**src/rtl/wdt_pkg.sv**
```systemverilog
`timescale 1ns/1ps
// Package: shared types for the watchdog and reset supervisor.
// Assumes: all consumers import it; no logic lives here.
package wdt_pkg;

    // Timeout phase: long right after reset, short after the first edge.
    typedef enum logic {
        WD_PH_LONG  = 1'b0,
        WD_PH_SHORT = 1'b1
    } wd_phase_e;

    // Bundle of asynchronous inputs brought through the synchronizer.
    typedef struct packed {
        logic supply_ok;
        logic strobe;
        logic wd_off;
        logic short_sel;
    } sup_in_t;

    localparam int SUP_IN_W = $bits(sup_in_t);

endpackage

```
**src/rtl/wdt_sync_bank.sv**
```systemverilog
`timescale 1ns/1ps
// Module: wdt_sync_bank
// Carries WIDTH asynchronous bits through two flops each.
// Assumes: each bit is independent; the latency of two cycles is accepted.
module wdt_sync_bank #(
    parameter int WIDTH = 4
) (
    input  logic             clk,
    input  logic             rst_n,
    input  logic [WIDTH-1:0] d_async,
    output logic [WIDTH-1:0] q_sync
);
    for (genvar b = 0; b < WIDTH; b++) begin : g_bit
        logic st1_q;
        logic st2_q;
        // Two-stage capture of one asynchronous bit.
        always_ff @(posedge clk) begin
            if (!rst_n) begin
                st1_q <= 1'b0;
                st2_q <= 1'b0;
            end else begin
                st1_q <= d_async[b];
                st2_q <= st1_q;
            end
        end
        assign q_sync[b] = st2_q;
    end
endmodule

```
**src/rtl/wdt_edge_det.sv**
```systemverilog
`timescale 1ns/1ps
// Module: wdt_edge_det
// Flags any change of a synchronized level, rising or falling.
// Assumes: the input is already synchronous to clk.
module wdt_edge_det (
    input  logic clk,
    input  logic rst_n,
    input  logic level_i,
    output logic edge_o
);
    logic prev_q;

    // Remember the level seen on the previous cycle.
    always_ff @(posedge clk) begin
        if (!rst_n) prev_q <= 1'b0;
        else        prev_q <= level_i;
    end

    assign edge_o = level_i ^ prev_q;
endmodule

```
**src/rtl/wdt_rst_stretch.sv**
```systemverilog
`timescale 1ns/1ps
// Module: wdt_rst_stretch
// Holds reset while the supply is bad or a watchdog trip arrives.
// Releases it RST_T cycles after both causes have cleared.
// Assumes: supply_ok_i is synchronous; trip_i is a one-cycle pulse.
module wdt_rst_stretch #(
    parameter int RST_T = 20
) (
    input  logic clk,
    input  logic rst_n,
    input  logic supply_ok_i,
    input  logic trip_i,
    output logic rst_active_o
);
    localparam int CW = $clog2(RST_T + 1);
    localparam logic [CW-1:0] LAST = CW'(RST_T - 1);

    logic [CW-1:0] cnt_q;
    logic          active_q;

    // Start or restart the stretch, then count down to release.
    always_ff @(posedge clk) begin
        if (!rst_n) begin
            active_q <= 1'b1;
            cnt_q    <= '0;
        end else if (!supply_ok_i || trip_i) begin
            active_q <= 1'b1;
            cnt_q    <= '0;
        end else if (active_q) begin
            if (cnt_q == LAST) begin
                active_q <= 1'b0;
                cnt_q    <= '0;
            end else begin
                cnt_q <= cnt_q + 1'b1;
            end
        end
    end

    assign rst_active_o = active_q;
endmodule

```
**src/rtl/wdt_timer.sv**
```systemverilog
`timescale 1ns/1ps
// Module: wdt_timer
// Two-phase watchdog. The long limit applies after reset; the short limit
// applies after the first strobe edge, when short mode is selected.
// Assumes: LONG_TMO >= SHORT_TMO >= 2; all inputs synchronous.
module wdt_timer
    import wdt_pkg::*;
#(
    parameter int LONG_TMO  = 200,
    parameter int SHORT_TMO = 50
) (
    input  logic clk,
    input  logic rst_n,
    input  logic hold_i,
    input  logic wd_off_i,
    input  logic short_sel_i,
    input  logic edge_i,
    output logic trip_o
);
    localparam int CW = $clog2(LONG_TMO + 1);
    localparam logic [CW-1:0] LONG_LIM  = CW'(LONG_TMO - 1);
    localparam logic [CW-1:0] SHORT_LIM = CW'(SHORT_TMO - 1);

    logic [CW-1:0] cnt_q;
    wd_phase_e     phase_q;
    logic [CW-1:0] lim;

    // Select the limit in force for the current phase and mode.
    always_comb begin
        if (phase_q == WD_PH_SHORT && short_sel_i) lim = SHORT_LIM;
        else                                      lim = LONG_LIM;
    end

    assign trip_o = !hold_i && !wd_off_i && !edge_i && (cnt_q == lim);

    // Count quiet cycles; clear on edges, reset, disable and trip.
    always_ff @(posedge clk) begin
        if (!rst_n) begin
            cnt_q   <= '0;
            phase_q <= WD_PH_LONG;
        end else if (hold_i) begin
            cnt_q   <= '0;
            phase_q <= WD_PH_LONG;
        end else if (wd_off_i) begin
            cnt_q   <= '0;
        end else if (edge_i) begin
            cnt_q   <= '0;
            phase_q <= WD_PH_SHORT;
        end else if (trip_o) begin
            cnt_q   <= '0;
        end else begin
            cnt_q   <= cnt_q + 1'b1;
        end
    end
endmodule

```
**src/rtl/wdt_supervisor.sv**
```systemverilog
`timescale 1ns/1ps
// Module: wdt_supervisor (top)
// Supply-fail reset stretcher plus two-phase watchdog, with reset driven
// in both polarities.
// Assumes: supply_ok, wd_strobe, wd_disable and short_mode are asynchronous.
module wdt_supervisor
    import wdt_pkg::*;
#(
    parameter int RST_SHORT_CYC = 20,
    parameter int RST_LONG_CYC  = 60,
    parameter bit LONG_RESET    = 1'b0,
    parameter int LONG_TMO_CYC  = 200,
    parameter int SHORT_TMO_CYC = 50
) (
    input  logic clk,
    input  logic rst_n,
    input  logic supply_ok,
    input  logic wd_strobe,
    input  logic wd_disable,
    input  logic short_mode,
    output logic sys_rst_n,
    output logic sys_rst
);
    localparam int RST_T = LONG_RESET ? RST_LONG_CYC : RST_SHORT_CYC;

    sup_in_t raw_in;
    sup_in_t syn_in;
    logic [SUP_IN_W-1:0] syn_bits;
    logic supply_sync;
    logic dis_sync;
    logic strobe_edge;
    logic wd_trip;
    logic rst_active;

    assign raw_in = '{supply_ok: supply_ok, strobe: wd_strobe,
                      wd_off: wd_disable, short_sel: short_mode};

    wdt_sync_bank #(.WIDTH(SUP_IN_W)) u_sync (
        .clk     (clk),
        .rst_n   (rst_n),
        .d_async (raw_in),
        .q_sync  (syn_bits)
    );
    assign syn_in      = sup_in_t'(syn_bits);
    assign supply_sync = syn_in.supply_ok;
    assign dis_sync    = syn_in.wd_off;

    wdt_edge_det u_edge (
        .clk     (clk),
        .rst_n   (rst_n),
        .level_i (syn_in.strobe),
        .edge_o  (strobe_edge)
    );

    wdt_timer #(.LONG_TMO(LONG_TMO_CYC), .SHORT_TMO(SHORT_TMO_CYC)) u_timer (
        .clk         (clk),
        .rst_n       (rst_n),
        .hold_i      (rst_active),
        .wd_off_i    (dis_sync),
        .short_sel_i (syn_in.short_sel),
        .edge_i      (strobe_edge),
        .trip_o      (wd_trip)
    );

    wdt_rst_stretch #(.RST_T(RST_T)) u_stretch (
        .clk          (clk),
        .rst_n        (rst_n),
        .supply_ok_i  (supply_sync),
        .trip_i       (wd_trip),
        .rst_active_o (rst_active)
    );

    assign sys_rst_n = ~rst_active;
    assign sys_rst   = rst_active;
endmodule

```
**config.mk**
```make
export PLATFORM = sky130hd
export DESIGN_NAME = wdt_supervisor
export DESIGN_NICKNAME = d
export VERILOG_FILES = /design/src/rtl/wdt_pkg.sv /design/src/rtl/wdt_sync_bank.sv /design/src/rtl/wdt_edge_det.sv /design/src/rtl/wdt_rst_stretch.sv /design/src/rtl/wdt_timer.sv /design/src/rtl/wdt_supervisor.sv
export SDC_FILE = /design/constraint.sdc
export NUM_CORES = 1
export LEC_CHECK = 0
export BUFFER_PORTS_ARGS = -buffer_cell sky130_fd_sc_hd__buf_2
export CAP_MARGIN = 20
export CORE_MARGIN = 5
export CORE_UTILIZATION = 33
export CTS_BUF_LIST = sky130_fd_sc_hd__clkbuf_8
export DETAILED_ROUTE_END_ITERATION = 10
export HOLD_SLACK_MARGIN = 0.15
export PLACE_DENSITY = 0.48
export SLEW_MARGIN = 10
export SYNTH_ARGS = -nofsm -noshare
export SYNTH_HDL_FRONTEND = slang
export SYNTH_SLANG_ARGS = --single-unit
export TNS_END_PERCENT = 5
```
**constraint.sdc**
```tcl
create_clock -name clk -period 1.8 [get_ports clk]
set_clock_uncertainty 0.15 [all_clocks]
set_input_delay 0.09 -clock clk [delete_from_list [all_inputs] [get_ports clk]]
set_output_delay 0.09 -clock clk [all_outputs]
set_load 0.03 [all_outputs]
```
== After elaboration in Yosys (flattened, before gate mapping) ==
Index checks and enable logic that the tools add are counted.

* Register bits after elaboration: 24
* Input bits: 6
* Output and inout port bits: 2
* Logic and storage cells: 38

* Add/sub/neg operators: 2
* Eq/ne operators: 2
* Muxes and demuxes: 4
* Bitwise operators: 4
* Reductions and logical operators: 13

{| class="wikitable"
|+ Operators by type and width
! cell !! count
|-
| 8-bit by 1-bit adder with 8-bit output (second input constant) || 1
|-
| 8-bit == test || 1
|-
| 8-bit 2-to-1 mux || 1
|-
| 5-bit by 1-bit adder with 5-bit output (second input constant) || 1
|-
| 5-bit == test (second input constant) || 1
|-
| 5-bit 2-to-1 mux || 1
|-
| 5-bit OR reduction || 1
|-
| 1-bit logical AND || 4
|-
| 1-bit zero test || 4
|-
| 2-bit OR reduction || 2
|-
| 1-bit NOT || 3
|-
| 1-bit 2-to-1 mux || 2
|-
| 2-bit AND reduction || 1
|-
| 1-bit logical OR || 1
|-
| 1-bit XOR || 1
|}

== Depth between registers and ports, before layout ==
Gate-level depths: netlist of run 1.

* Word-level depth: 6
* Depth in mapped cells: 5
* Depth with buffers taken out: 5

== Hierarchy ==
A second synthesis of run 1 with hierarchy kept.

* Cells, all modules: 102
* Area total of the unflattened synthesis: 997.2 um^2

{| class="wikitable"
|+ By module, submodules not included
! module !! instances !! cells each !! area each (um^2) !! seq. area each (um^2)
|-
| wdt_timer || 1 || 50 || 427.9 || 180.2
|-
| wdt_rst_stretch || 1 || 28 || 289.0 || 120.1
|-
| wdt_sync_bank || 1 || 20 || 240.2 || 160.2
|-
| wdt_edge_det || 1 || 3 || 36.3 || 20.0
|-
| wdt_supervisor || 1 || 1 || 3.8 || 0.0
|}

== Worst setup path after synthesis of run 1 ==
No wires, ideal clock.

* Kind: reg2reg
* From: reg u_stretch.cnt_q[0]
* To: reg u_stretch.active_q (netlist: u_stretch.rst_active_o)
* Library setup time: 0.127 ns
* Arrival time: 1.382 ns
* Data required time: 1.523 ns
* Slack: 0.141 ns
* Cell stages (with the launch flop): 5
* Buffers on the path: 0
* Clock period less this slack: 1.659 ns
* Cells stage by stage: dfxtp_1 ha_1 or4bb_1 nand2_1 or3b_1

* Longest elaborated chain between the ends: 3

{| class="wikitable"
|+ RTL lines
! what !! RTL line !! source
|-
| start, declared || wdt_rst_stretch.sv:18 || <nowiki>logic [CW-1:0] cnt_q;</nowiki>
|-
| start signal, assigned || wdt_rst_stretch.sv:34 || <nowiki>cnt_q <= cnt_q + 1'b1;</nowiki>
|-
| 5-bit == test || wdt_rst_stretch.sv:30 || <nowiki>if (cnt_q == LAST) begin</nowiki>
|-
| 1-bit 2-to-1 mux || wdt_rst_stretch.sv:30 ||
|-
| 1-bit 2-to-1 mux || wdt_rst_stretch.sv:29 || <nowiki>end else if (active_q) begin</nowiki>
|-
| end signal, assigned || wdt_rst_stretch.sv:24 || <nowiki>active_q <= 1'b1;</nowiki>
|-
| end signal, assigned || wdt_rst_stretch.sv:27 || <nowiki>active_q <= 1'b1;</nowiki>
|-
| end signal, assigned || wdt_rst_stretch.sv:31 || <nowiki>active_q <= 1'b0;</nowiki>
|-
| end, declared || wdt_rst_stretch.sv:19 || <nowiki>logic active_q;</nowiki>
|}

No other way between the ends.
A chain may end at the register's enable or synchronous reset.

== Final worst setup path of run 1 ==
Same ends and word-level chain as after synthesis.

==> results of run 1 <==
-- sequential cells by signal, indices dropped and copies added, names as in the netlist --
signal and count:
u_stretch.rst_active_o 1, u_sync.g_bit.st2_q 4, u_edge.prev_q 1, u_timer.cnt_q 8, u_sync.g_bit.st1_q 4, u_timer.phase_q 1
u_stretch.cnt_q 5
-- worst min-delay path by stage --
stage                                       endpoint  cells past startpoint
detailed placement  u_sync.g_bit[1].st1_q$_SDFF_PN0_                      2
global route        u_sync.g_bit[2].st2_q$_SDFF_PN0_                      1
CTS                 u_sync.g_bit[1].st2_q$_SDFF_PN0_                      1
finish              u_sync.g_bit[1].st2_q$_SDFF_PN0_                      1
floorplan           u_sync.g_bit[0].st1_q$_SDFF_PN0_                      1
global placement    u_sync.g_bit[0].st1_q$_SDFF_PN0_                      2
-- cell type report --
cell class                 instances  area share
clock buffer                       4      0.0465
sequential                        24       0.408
inverter                           3     0.00951
multi-input combinational         65       0.372
timing repair buffer              20       0.131
tap                               31      0.0328
-- worst max-delay path: cells and delay by family, from the launching register on --
family	cells	cell delay [ns]
fa+ha+maj	1	0.16
simple gates	3	0.96
flops	1	0.35
-- where the power goes --
part	total [mW]	switching (mW)	internal, mW
registers	0.543	0.00292	0.540
clock network	0.352	0.158	0.195
logic	0.0341	0.0104	0.0237
-- synth_stat cells --
library cell	n
a21boi_0	1
dfxtp_1	24
nor4bb_1	1
nand3_1	3
xor2_1	4
clkbuf_1	2
or4_1	1
buf_6	1
nor2_1	2
mux2_2	1
inv_1	3
ha_1	2
or4bb_1	1
or3b_1	1
nor3b_1	4
and2_1	9
nand4_1	2
nor3_2	1
and4_2	2
xnor2_1	4
o21ai_0	2
o2111a_2	1
nand2_1	7
nor3_1	11
a211oi_1	1
a21oi_1	2
nor2b_1	2
-- cell families after synthesis --
group,Yosys count,share of synthesized area
adders and majority gates,2,0.0264
AOI/OAI and AO/OA,7,0.0502
buffers and inverters,6,0.0317
xor gates and xnor gates,8,0.0740
DFF,24,0.507
and+or+nand+nor,47,0.299
muxes,1,0.0119
-- routing by layer --
metal | track usage | vias to the layer above | part of all wire
met3 | 0.0266 | 2 | 0.031
met2 | 0.147 | 8 | 0.46
met1 | 0.118 | 330 | 0.50
li1 | - | 372 | -
met5 | 0 | - | 0
met4 | 0.0312 | 0 | 0.011
-- per-stage QoR --
step | std cells | area, um^2
detailed placement | 134 | 1030
CTS | 147 | 1180
global placement | 134 | 1030
floorplan | 95 | 947
global route | 147 | 1180
finish | 147 | 1180
-- placed cells by master, fill, tap and decap left out, drive strengths merged --
master / count
nor2b: 2
nand2: 7
or3b: 1
xor2: 4
xnor2: 4
or4bb: 1
o21ai: 2
buf: 11
a211oi: 1
clkbuf: 4
and4: 2
dfxtp: 24
nor3b: 4
a21oi: 2
o2111a: 1
inv: 3
nand4: 2
nor3: 12
or4: 1
a21boi: 1
ha: 2
and2: 9
nor4bb: 1
nor2: 2
nand3: 3
dlygate4sd3: 9
mux2: 1
-- what timing repair did --
action                                  CTS  global route
hold buffers                              9             0
hold endpoints to repair                 10             0
gates resized for setup                   0             3
endpoints found under the setup margin    0             2
==> flow_summary.yaml, run 1 <==
die:
  fp.dieW_um: 63.6
  die_y_um: 63.6
  rows: 19
  io_pins: 8
  core-area_mm2: 0.00276
  start_util: 0.343
  die_area_mm2: 0.00404
final_layout:
  diodes: 0
  final_util: 0.429
  syn_to_final_growth_pct: 25.0
  drive_gt1_frac: 0.198
  multiInputGateArea_um2: 440
  layout.nets: 125
  nFillCells: 270
  ff_latch_area_um2: 483
clock_network:
  cts_tree: "done"
  insertion_delay_ns: 0.25
  clockBufferDepth: 2
  cts.sinks: 24
  post_cts_buffers: 0
  ctsHtreeMaxLevel: 1
  tritoncts.num_buffers: 3
  clk_pin_slew_ns: 0.08
  clockRootBuffer: "clkbuf_8"
setup_path:
  r2r_start: "u_stretch.cnt_q[0]$_SDFFE_PP0P_"
  cp.arrival_ns: 1.73
  cp.required_ns: 1.79
  r2r_cells: 4
  crit_end: "u_stretch.rst_active_o$_SDFF_PP1_"
  slowest_stage: "or4bb_4"
  ff2ff_setup_slack_ns: 0.06
  worstPathCellList: "ha_1 > or4bb_4 > nand2_1 > or3b_1"
  start_kind: "flip-flop"
  endpoint_kind: "flip-flop"
  slowest_delay_ns: 0.53
  crit_start: "u_stretch.cnt_q[0]$_SDFFE_PP0P_"
  r2r-end: "u_stretch.rst_active_o$_SDFF_PP1_"
  crit_fanout: 3
  critical_path_class: "reg2reg"
detailed_routing:
  drtIter0Drc: 21
  drt-wirelength-per-cell_um: 10.9
  routed_wl_um: 1600
  vias_per_cell: 4.84
  drc_errors: 0
  ant_nets: 0
  vias: 712
  dr.pass1.iters: 4
power:
  finalPower_mw: 0.929
  power_density_mw_per_mm2: 785
  ir_drop_mv: 0.483
  cellLeakagePower_nw: 0.466
min_path:
  hp-class: "reg2reg"
  hold_start: "u_sync.g_bit[1].st1_q$_SDFF_PN0_"
place:
  globalplace.congestion: 0.787
  port_buffers: 7
  hpwl_um: 1130
  post-place-ws_ns: 0.0494
run_status:
  status: "complete, no violations"
sta:
  setup_tns_ns: 0
  max_freq_mhz: 574
  hold_viol: 0
  post-route-period-util: 0.968
  worstMarginPinSlew_ns: 0.277
  setup_viol: 0
  timing.hold.ws_ns: 0.286
  layout_min_cycle_time_ns: 1.74
  final_max_slew_viol_count: 0
  worst_slack_ns: 0.0585
  relSlewSlack: 0.814
  rsz0062_at_grt: "yes"
yosys:
  seq_area_frac_synth: 0.507
  synth_top_area_cell: "dfxtp_1"
  netlist.area_leader.share: 0.507
  synth-seq-cells: 24
  synth_area_leaders: "dfxtp_1 (51%), and2_1 (5.9%), nor3_1 (5.8%), xnor2_1 (3.7%), xor2_1 (3.7%)"
  yosysWarnings: 0
  syn_area_per_cell_um2: 9.97
  syn_area_um2: 947
  ys_types: 27
  synthCells: 95
  syn_nets: 103
global_routing:
  antenna_found_initial: 0
  grt_pass1_wl_um: 3070
  grt_max_degree: 14
  track_usage: 0.0923
  overflow: 0
  grt_pass1_vias: 727
flow_run:
  cap_violations: 0
No activity file was read; power rests on OpenSTA's default activity.
==> inputs of run 2 (changes only) <==
--- a/config.mk
+++ b/config.mk
@@ -5,6 +5,7 @@
 export SDC_FILE = /design/constraint.sdc
 export NUM_CORES = 1
 export LEC_CHECK = 0
+export ABC_AREA = 1
 export BUFFER_PORTS_ARGS = -buffer_cell sky130_fd_sc_hd__buf_2
 export CAP_MARGIN = 20
 export CORE_MARGIN = 5
==> run 2 against run 1 <==
  * Worst hold slack worse by 0.020 ns
  * Clock power up 2%
  * Total power is 1.2% higher
  * Final cell count grew 34%
  * Register-to-register slack better by 0.31 ns
  * Non-clock buffer count fell by 4
  * Sequential cell count stayed put
  * Critical path type is now in2reg
  * Area after synthesis is 8.6% higher
==> flow_summary.yaml, run 2 <==
detailed_routing:
  ant_nets: 0
  drtIter0Drc: 33
  vias: 807
  drc_errors: 0
  dr.pass1.iters: 4
  routed_wl_um: 1850
  vias_per_cell: 4.10
  drt-wirelength-per-cell_um: 9.37
sta:
  hold_viol: 0
  worstMarginPinSlew_ns: 0.335
  post-route-period-util: 0.818
  layout_min_cycle_time_ns: 1.47
  max_freq_mhz: 679
  setup_tns_ns: 0
  final_max_slew_viol_count: 0
  relSlewSlack: 0.777
  rsz0062_at_grt: "no"
  setup_viol: 0
yosys:
  syn_area_per_cell_um2: 7.62
  syn_area_mm2: 0.00103
  seq_area_frac_synth: 0.467
  yosysWarnings: 0
  synthCells: 135
  synth_edf_count: 0
  synthArstFlopShare: 0
  synth-seq-cells: 24
  ys_types: 22
  yosysMostFrequentCell: "nand2_1"
  synth_area_leaders: "dfxtp_1 (47%), nand2_1 (10%), inv_1 (8.8%), nor2_1 (8.0%), xor2_1 (4.3%)"
  ys.flop_type: "dfxtp_1"
  synthTopCellsByCount: "nand2_1 (28), dfxtp_1 (24), inv_1 (24)"
  netlist.area_leader.share: 0.467
  synth_top_area_cell: "dfxtp_1"
  syn_nets: 143
clock_network:
  clockRootBuffer: "clkbuf_8"
  clk_pin_slew_ns: 0.08
  clockBufferDepth: 2
  cts.sinks: 24
  tritoncts.num_buffers: 3
  insertion_delay_ns: 0.26
  ctsHtreeMaxLevel: 1
  post_cts_resized: 0
  cts_tree: "done"
setup_path:
  cpMostUsedCell: "dlygate4sd3_1"
  slowest_stage: "dlygate4sd3_1"
  slowest_delay_ns: 0.57
  critical_path_class: "in2reg"
  endpoint_kind: "flip-flop"
  start_kind: "input pin"
  cp.arrival_ns: 1.53
  worstPathCellList: "dlygate4sd3_1 > buf_2 > nand2_1 > dlygate4sd3_1 > inv_1"
  cp.required_ns: 1.86
  crit_fanout: 11
power:
  cellLeakagePower_nw: 0.555
  power_density_mw_per_mm2: 754
  ir_drop_mv: 0.315
die:
  start_util: 0.340
  core-area_mm2: 0.00303
  die_y_um: 65.8
  io_pins: 8
  rows: 20
  die_area_mm2: 0.00433
  fp.dieW_um: 65.8
global_routing:
  grt_pass1_vias: 787
  grt_pass1_wl_um: 3380
  antenna_found_initial: 0
  grt_max_degree: 14
  overflow: 0
  track_usage: 0.102
final_layout:
  layout.nets: 162
  final_common_cell: "nand2_1"
  most-common-layout-cells: "nand2_1 (28), inv_1 (24), dfxtp_1 (24)"
  diodes: 0
  top_regs: "u_timer.cnt_q (8), u_stretch.cnt_q (5)"
  fin_cells: 197
  drive_gt1_frac: 0.137
  top_register: "u_timer.cnt_q"
  largest_register_ffs: 8
  syn_to_final_growth_pct: 21.3
place:
  hpwl_um: 1270
  port_buffers: 7
  dp_cells: 184
  globalplace.congestion: 0.808
min_path:
  hp-class: "reg2reg"
flow_run:
  cap_violations: 0
run_status:
  status: "complete, no violations"
## run 2: cell count changes after synthesis, moves of 3 or more
cell     change
xnor2_1      -3
nand2_1     +21
inv_1       +21
nor2_2       +5
and2_1       -9
nor2_1      +20
nor3b_1      -4
nor3_1      -11
nand3_1      +5
## run 2: layer usage
metal / global-route usage / wire, um
met1: 0.125 / 880
met2: 0.165 / 875
met3: 0.0272 / 51
met4: 0.0466 / 38
met5: 0 / 0
## run 2: worst paths after layout
kind,start,end,slack [ns],cells after the start
worst min register to register,u_sync.g_bit[1].st1_q$_SDFF_PN0_,u_sync.g_bit[1].st2_q$_SDFF_PN0_,0.27,2
worst min-delay path,u_sync.g_bit[1].st1_q$_SDFF_PN0_,u_sync.g_bit[1].st2_q$_SDFF_PN0_,0.27,2
worst max register to register,u_stretch.cnt_q[0]$_SDFFE_PP0P_,u_stretch.cnt_q[0]$_SDFFE_PP0P_,0.37,8
worst max-delay path,rst_n,u_sync.g_bit[1].st1_q$_SDFF_PN0_,0.33,5
## run 2: per-stage QoR
step / hold WS [ns] / instance area (um^2) / worst slack [ns] / util / power (mW)
finish: 0.266 / 1250 / 0.328 / 0.412 / 0.941
global route: 0.296 / 1250 / 0.226 / 0.412 / 1.00
CTS: 0.269 / 1250 / 0.342 / 0.412 / 0.958
detailed placement: 0.127 / 1100 / 0.385 / 0.364 / 0.579
global placement: 0.122 / 1100 / 0.378 / 0.364 / 0.578
floorplan: 0.0376 / 1030 / 0.343 / - / 0.571
## run 2: layout make-up
class                      instances  area [um^2]
inverter                          24         90.1
timing repair buffer              16          125
sequential                        24          480
tap                               44         55.1
fill                             340         1780
multi-input combinational         85          442
clock buffer                       4         55.1
## run 2: kinds of logic (layout without fill, tap and decap cells)
kind of cell             count (synthesis)  in the layout  share of synthesized area
XOR/XNOR                                 6              6                     0.0511
flip-flops                              24             24                      0.467
adder cells (fa/ha/maj)                  2              2                     0.0243
AO/OA/AOI/OAI                            8              8                     0.0487
AND/OR/NAND/NOR                         69             69                      0.305
buffers and inverters                   26             44                      0.103
## run 2: worst max-delay path, delay by kind of cell
family | cells | cell delay [ns]
buffers and inverters | 4 | 1.36
AND/OR/NAND/NOR | 1 | 0.08
## run 2: report_power, final
group / internal [mW] / total [mW] / leakage [nW] / switching, mW
Clock: 0.195 / 0.359 / 0.0288 / 0.164
Sequential: 0.540 / 0.544 / 0.195 / 0.00394
Combinational: 0.0221 / 0.0376 / 0.331 / 0.0156
## run 2: what timing repair did
action	in CTS	in global routing
hold buffers	9	0
hold endpoints to repair	11	0
setup buffers	0	0
==> inputs of run 3 (changes only) <==
--- a/config.mk
+++ b/config.mk
@@ -13,7 +13,7 @@
 export CTS_BUF_LIST = sky130_fd_sc_hd__clkbuf_8
 export DETAILED_ROUTE_END_ITERATION = 10
 export HOLD_SLACK_MARGIN = 0.15
-export PLACE_DENSITY = 0.48
+export PLACE_DENSITY = 0.5
 export SLEW_MARGIN = 10
 export SYNTH_ARGS = -nofsm -noshare
 export SYNTH_HDL_FRONTEND = slang
==> constraint.sdc (replaced) <==
create_clock -name clk -period 1.3 [get_ports clk]
set_clock_uncertainty 0.15 [all_clocks]
set_input_delay 0.065 -clock clk [delete_from_list [all_inputs] [get_ports clk]]
set_output_delay 0.065 -clock clk [all_outputs]
set_load 0.03 [all_outputs]
==> run 3 against run 2 <==
  * The run now ends with setup timing left
  * Die area is the same
  * Global-route usage shrank 0.46 points
  * First-iteration DRC count unchanged
  * Critical path depth up 3
  * Total power up 40%
  * Final cell count increased by 3.6%
  * Routed wire length increased by 11%
  * Critical path type is now reg2reg
  * Highest routed layer unchanged
==> flow_summary.yaml, run 3 (same netlist as run 2, synthesis figures left out) <==
setup_path:
  cp_top_family: "simple AND/OR/NAND/NOR gates"
  cp.arrival_ns: 1.33
  cp.required_ns: 1.32
  slowest_delay_ns: 0.36
  worstPathCellList: "ha_4 > inv_1 > nor2_2 > nand2_2 > nand2_2 > nor2_1 > a21oi_1 > nor2_1"
  critPathBufInv: 1
  critical_path_class: "reg2reg"
  slowest_stage: "dfxtp_2"
  start_kind: "flip-flop"
  endpoint_kind: "flip-flop"
  crit_fanout: 3
detailed_routing:
  drtIter0Drc: 33
  ant_nets: 0
  drc_errors: 0
  vias_per_cell: 4.20
  vias: 857
  drt-wirelength-per-cell_um: 10.0
  dr.pass1.iters: 4
  routed_wl_um: 2050
place:
  port_buffers: 7
  hpwl_um: 1250
  globalplace.congestion: 0.832
global_routing:
  overflow: 0
  grt_max_degree: 14
  grt_pass1_wl_um: 3190
  grt_pass1_vias: 788
  antenna_found_initial: 0
  track_usage: 0.0974
die:
  rows: 20
  die_y_um: 65.8
  fp.dieW_um: 65.8
  die_area_mm2: 0.00433
  core-area_mm2: 0.00303
  io_pins: 8
  start_util: 0.340
final_layout:
  nFillCells: 297
  top_register: "u_timer.cnt_q"
  final_common_cell: "nand2_1"
  syn_to_final_growth_pct: 37.7
  drive_gt1_frac: 0.388
  largest_register_ffs: 8
  layout.nets: 169
  diodes: 0
  most-common-layout-cells: "nand2_1 (21), inv_1 (20), nor2_1 (19)"
  top_regs: "u_timer.cnt_q (8), u_stretch.cnt_q (5)"
sta:
  final_max_slew_viol_count: 0
  timing.hold.ws_ns: 0.262
  relSlewSlack: 0.853
  rsz0062_at_grt: "yes"
  setup_viol: 7
  max_freq_mhz: 762
  setup_tns_ns: -0.0409
  post-route-period-util: 1.01
  hold_viol: 0
  worst_slack_ns: -0.0125
  worstMarginPinSlew_ns: 0.220
  layout_min_cycle_time_ns: 1.31
clock_network:
  clockRootBuffer: "clkbuf_8"
  clk_pin_slew_ns: 0.09
  clockBufferDepth: 2
  cts.sinks: 24
  ctsHtreeMaxLevel: 1
  insertion_delay_ns: 0.27
  tritoncts.num_buffers: 3
  cts_tree: "done"
flow_run:
  cap_violations: 0
power:
  cellLeakagePower_nw: 0.599
  ir_drop_mv: 0.611
  finalPower_mw: 1.31
  power_density_mw_per_mm2: 928
run_status:
  failed_checks: "setup timing"
  status: "finished with violations"
min_path:
  hp-class: "reg2reg"
[run 3: cell count changes in the layout (fill, tap and decap cells not counted), sizes merged]
cell	change
clkinvlp	+1
dlygate4sd3	-4
inv	-1
clkbuf	+1
buf	+10
[run 3: worst register-to-register path: cells and delay by family (launching register included)]
| family | cells | cell delay [ns] |
|---|---|---|
| AND/OR/NAND/NOR | 5 | 0.41 |
| flip-flops | 1 | 0.36 |
| buffers and inverters | 1 | 0.05 |
| adder cells (fa/ha/maj) | 1 | 0.13 |
| AO/OA/AOI/OAI | 1 | 0.10 |
[run 3: final cells by class]
class	count	area, um^2	area share
repair buffers	23	180	0.127
multi-input cells	85	534	0.377
well taps	44	55.1	0.0389
flip-flops and latches	24	498	0.352
clock buffers	4	55.1	0.0389
inverters	24	93.8	0.0663
[run 3: worst paths after layout]
kind                            slack [ns]                             start                                to  cells after the start
worst max-delay path                 -0.01   u_stretch.cnt_q[0]$_SDFFE_PP0P_   u_stretch.cnt_q[0]$_SDFFE_PP0P_                      8
worst max register to register       -0.01   u_stretch.cnt_q[0]$_SDFFE_PP0P_   u_stretch.cnt_q[0]$_SDFFE_PP0P_                      8
worst min-delay path                  0.26  u_sync.g_bit[2].st1_q$_SDFF_PN0_  u_sync.g_bit[2].st2_q$_SDFF_PN0_                      2
worst min register to register        0.26  u_sync.g_bit[2].st1_q$_SDFF_PN0_  u_sync.g_bit[2].st2_q$_SDFF_PN0_                      2
[run 3: power breakdown]
| group | total, mW | switching (mW) | leakage, nW | internal, mW |
|---|---|---|---|---|
| Sequential | 0.752 | 0.00621 | 0.201 | 0.746 |
| Clock | 0.515 | 0.244 | 0.0288 | 0.271 |
| Combinational | 0.0472 | 0.0213 | 0.369 | 0.0258 |
[run 3: through the flow]
step           instances  setup slack, ns  utilization  area (um^2)
4_1_cts              200          -0.0187        0.422         1280
2_1_floorplan        135          -0.0216            -         1040
5_1_grt              204          -0.0916        0.468         1420
3_3_place_gp         191           0.0205        0.384         1160
3_5_place_dp         191          -0.0272        0.384         1160
6_report             204          -0.0125        0.468         1420
[run 3: metal layers]
| layer | track usage | wire, um | up-vias |
|---|---|---|---|
| met5 | 0 | 0 | - |
| met4 | 0.0544 | 41 | 0 |
| met3 | 0.0272 | 86 | 5 |
| met2 | 0.168 | 1060 | 10 |
| met1 | 0.107 | 857 | 385 |
| li1 | - | - | 457 |
[run 3: repair_timing]
item	CTS	global route
endpoints found under the setup margin	3	14
endpoints found under the hold margin	11	0
hold buffers	5	0
setup buffers	0	4
gates resized for setup	6	33
pin swaps	0	13
